==> src/rtl/crc8_bit_tally.sv <==
// Saturating count of accepted bits; clear has priority.
module crc8_bit_tally #(
    parameter int CW = 7
) (
    input  logic          clk,
    input  logic          rst_n,
    input  logic          clr,
    input  logic          inc,
    output logic [CW-1:0] cnt
);
    localparam logic [CW-1:0] CNT_MAX = {CW{1'b1}};

    logic [CW-1:0] cnt_d, cnt_q;

    always_comb begin
        cnt_d = cnt_q;
        if (clr) begin
            cnt_d = '0;
        end else if (inc && (cnt_q != CNT_MAX)) begin
            cnt_d = cnt_q + 1'b1;
        end
    end

    always_ff @(posedge clk or negedge rst_n) begin
        if (!rst_n) cnt_q <= '0;
        else        cnt_q <= cnt_d;
    end

    assign cnt = cnt_q;

    AST_TALLY_SAT: assert property (@(posedge clk) disable iff (!rst_n)
        (!clr && inc && cnt_q == CNT_MAX) |=> (cnt_q == CNT_MAX));
    AST_TALLY_STEP: assert property (@(posedge clk) disable iff (!rst_n)
        (!clr && inc && cnt_q != CNT_MAX) |=> (cnt_q == $past(cnt_q) + 1'b1));
endmodule

==> config.mk <==
export PLATFORM = sky130hd
export DESIGN_NAME = crc8_bit_tally
export DESIGN_NICKNAME = d
export VERILOG_FILES = /design/src/rtl/crc8_bit_tally.sv
export SDC_FILE = /design/constraint.sdc
export NUM_CORES = 1
export LEC_CHECK = 0
export BUFFER_PORTS_ARGS = -buffer_cell sky130_fd_sc_hd__buf_2
export CAP_MARGIN = 20
export CORE_ASPECT_RATIO = 0.8
export CORE_UTILIZATION = 25
export CTS_BUF_LIST = sky130_fd_sc_hd__clkbuf_8
export CTS_CLUSTER_SIZE = 8
export DETAILED_ROUTE_END_ITERATION = 8
export PLACE_DENSITY = 0.42
export SYNTH_ARGS = -nofsm -noshare
export SYNTH_HDL_FRONTEND = slang
export SYNTH_SLANG_ARGS = --single-unit
==> constraint.sdc <==
create_clock -name clk -period 1.71 [get_ports clk]
set_input_delay 0.171 -clock clk [delete_from_list [all_inputs] [get_ports clk]]
set_output_delay 0.171 -clock clk [all_outputs]
set_load 0.02 [all_outputs]
==> qor.txt <==
Outcome - finished clean
Routed length on met1 - 533 um
Worst Hold End - cnt[2]
Placeable Area - 1490 um2
I/O Buffers - 10
DIE AREA - 1880 um2
CTS Hold Buffers Added - 1
Initial antenna violation count - 0
Placed Cells incl. Taps - 70
Clk pwr share - 0.458
Post-CTS setup buffers - 0
Worst hold stages - 2
Gpl congestion - 0.721
Grt ovf - 0
First-pass GRT wire length - 1650 um
PwrDens - 947 nW/um2
Top area cells in the synthesized netlist - dfrtp_1 (41%), and4_4 (7.9%), a211oi_2 (5.8%)
Max reg flops - 7
Post-route ant nets - 0
Antenna cells - 0
DRT Wirelength - 1060 um
Die Wd - 48.3 um
FP Rows - 12
Switching power - 148 uW
CP max-delay cell - dfrtp_1
Yosys cell types - 22
Pre-antenna DRT Iters - 4
Synth warnings - 0
WHS - 225 ps
Leakage power - 0.244 nW
Most common cell after layout, fill and taps aside - buf_2
Vias per std cell - 5.19
Number of CTS-inserted buffers - 3
Post-Synthesis Cells - 41
Syn_area_per_cell - 10.4 um2
Power Internal - 367 uW
Mapped Nets - 46
Top cell type's share of synthesized area - 0.409
Largest net degree at the start of global routing - 11
Crit share post-route - 0.796
Vias in the first global route - 341
Clock tree buffer depth - 2
Final Hold Violating Endpoints - 0
Critical R2R Launch - cnt[0]
Required @ worst endpoint - 1850 ps
Clk pin slew, worst setup/hold paths - 50 ps
HPWL after DPL - 738 um
Max Clk Rate - 735 MHz
Seq pwr share - 0.381
H-tree levels - 1
WL/cell - 14.1 um
Multi-input gate area - 233 um2
Reg2reg end - cnt[5]
Total GRT Usage - 0.135
RSZ-0062 raised after global routing - false
Hold crit path type - in -> reg
Switching share of power - 0.287
Area Overhead vs Synth - 26.9%
Root Buffer - clkbuf_8
Worst r2r path cells - 4
Worst-margin pin slew - 254 ps
Worst hold start - clr
Die H - 39.0 um
# DRC - 0
Fillers - 155
Final setup fails - 0
Total number of vias - 389
Post-CTS Resized - 0
Sink Count - 7
IO Count - 11
Layout Cells excl Fill - 75
Startpoint types - flip-flop
Final Cell Area - 543 um2
Netlist Area Pre-Place - 428 um2
Setup Crit Path Kind - reg -> reg
Max Slew Vio Count - 0
Drt initial violations - 12
Crit-path cells - ha_1 -> and4_4 -> nand3_2 -> a211oi_2
Worst Skew - 8.54 ps
Final min period - 1360 ps
Setup TNS - 0 ps
Combinational Power Share - 0.161
Worst skew pair latency - 230 ps
Share of layout cells above drive strength 1 - 0.389
Synth Register Bits - 7
Cell taking the most area after synthesis - dfrtp_1
Final total power - 514 uW
Maxcap violations - 0
Max_slew headroom - 0.831
Crit path largest cell delay - 430 ps
Initial Util - 0.288
Placed Area - 488 um2
CTS tree - done
Max IR drop VDD - 0.344 mV
Post-layout net count - 60
Highest metal used - met3
Worst R2R Setup Slack - 350 ps
WL met2 - 461 um
CP Max Fanout - 6
Sequential area share after synthesis - 0.409
Register area - 175 um2
Setup crit end kind - flip-flop
Worst Path Arrival - 1500 ps
Commonest cells after routing, fill and taps aside - buf_2 (10), dfrtp_1 (7), a31oi_1 (4)
WL met3 - 66 um
-- layout make-up --
class | count | area share
flip-flops and latches | 7 | 0.323
multi-input cells | 31 | 0.429
inverters | 1 | 0.00691
clock buffers | 3 | 0.0760
repair buffers | 11 | 0.111
clock inverters | 1 | 0.00691
well taps | 21 | 0.0484
-- per-stage QoR --
| step | setup slack, ps | utilization |
|---|---|---|
| after floorplan | 371 | - |
| after global placement | 394 | 0.328 |
| after detailed placement | 405 | 0.328 |
| after CTS | 371 | 0.365 |
| after global routing | 261 | 0.365 |
| final | 349 | 0.365 |
-- layer usage --
metal | GRT usage | up-vias
li1 | - | 188
met2 | 0.170 | 15
met3 | 0.0421 | 0
met4 | 0.0625 | 0
met5 | 0 | -
met1 | 0.201 | 186
-- power by group through the flow --
stage / registers (mW) / clock network, mW / logic (mW)
after floorplan: 0.208 / 0 / 0.0413
after global placement: 0.195 / 0 / 0.0771
after detailed placement: 0.197 / 0 / 0.0816
after CTS: 0.195 / 0.244 / 0.0828
after global routing: 0.199 / 0.257 / 0.0919
final: 0.196 / 0.236 / 0.0826
-- worst max path at each step --
| stage | from | endpoint | slack, ps |
|---|---|---|---|
| after floorplan | cnt[0] | cnt[2] | 370 |
| after global routing | cnt[0] | cnt[5] | 260 |
| final | cnt[0] | cnt[5] | 350 |
| after CTS | cnt[0] | cnt[5] | 370 |
| after global placement | cnt[0] | cnt[5] | 390 |
| after detailed placement | cnt[0] | cnt[4] | 400 |
-- critical path, delay by kind of cell (launching register included) --
kind | cells | cell delay [ps]
AO/OA/AOI/OAI | 1 | 210
adder cells (fa/ha/maj) | 1 | 240
AND/OR/NAND/NOR | 2 | 390
flip-flops | 1 | 430
-- cells in the mapped netlist --
cell and n:
dfrtp_1 7, a31oi_1 4, and4_4 3, nand2_1 3
nor2_1 3, a211oi_2 2, nand4b_1 2, nor3b_1 2
o211ai_1 2, a21oi_1 1, a41oi_1 1, and3_1 1
and3_2 1, and4_1 1, buf_2 1, buf_6 1
ha_1 1, inv_1 1, nand3_1 1, nand3_2 1
nor3_2 1, o21ai_0 1
-- logic make-up (layout without fill, tap and decap cells) --
logic type               after synthesis  after routing  synth area share
AND/OR/NAND/NOR                       19             19             0.319
buffers and inverters                  3             16            0.0468
adder cells (fa/ha/maj)                1              1            0.0292
AO/OA/AOI/OAI                         11             11             0.196
flip-flops                             7              7             0.409
(Power assumes the default switching activity.)
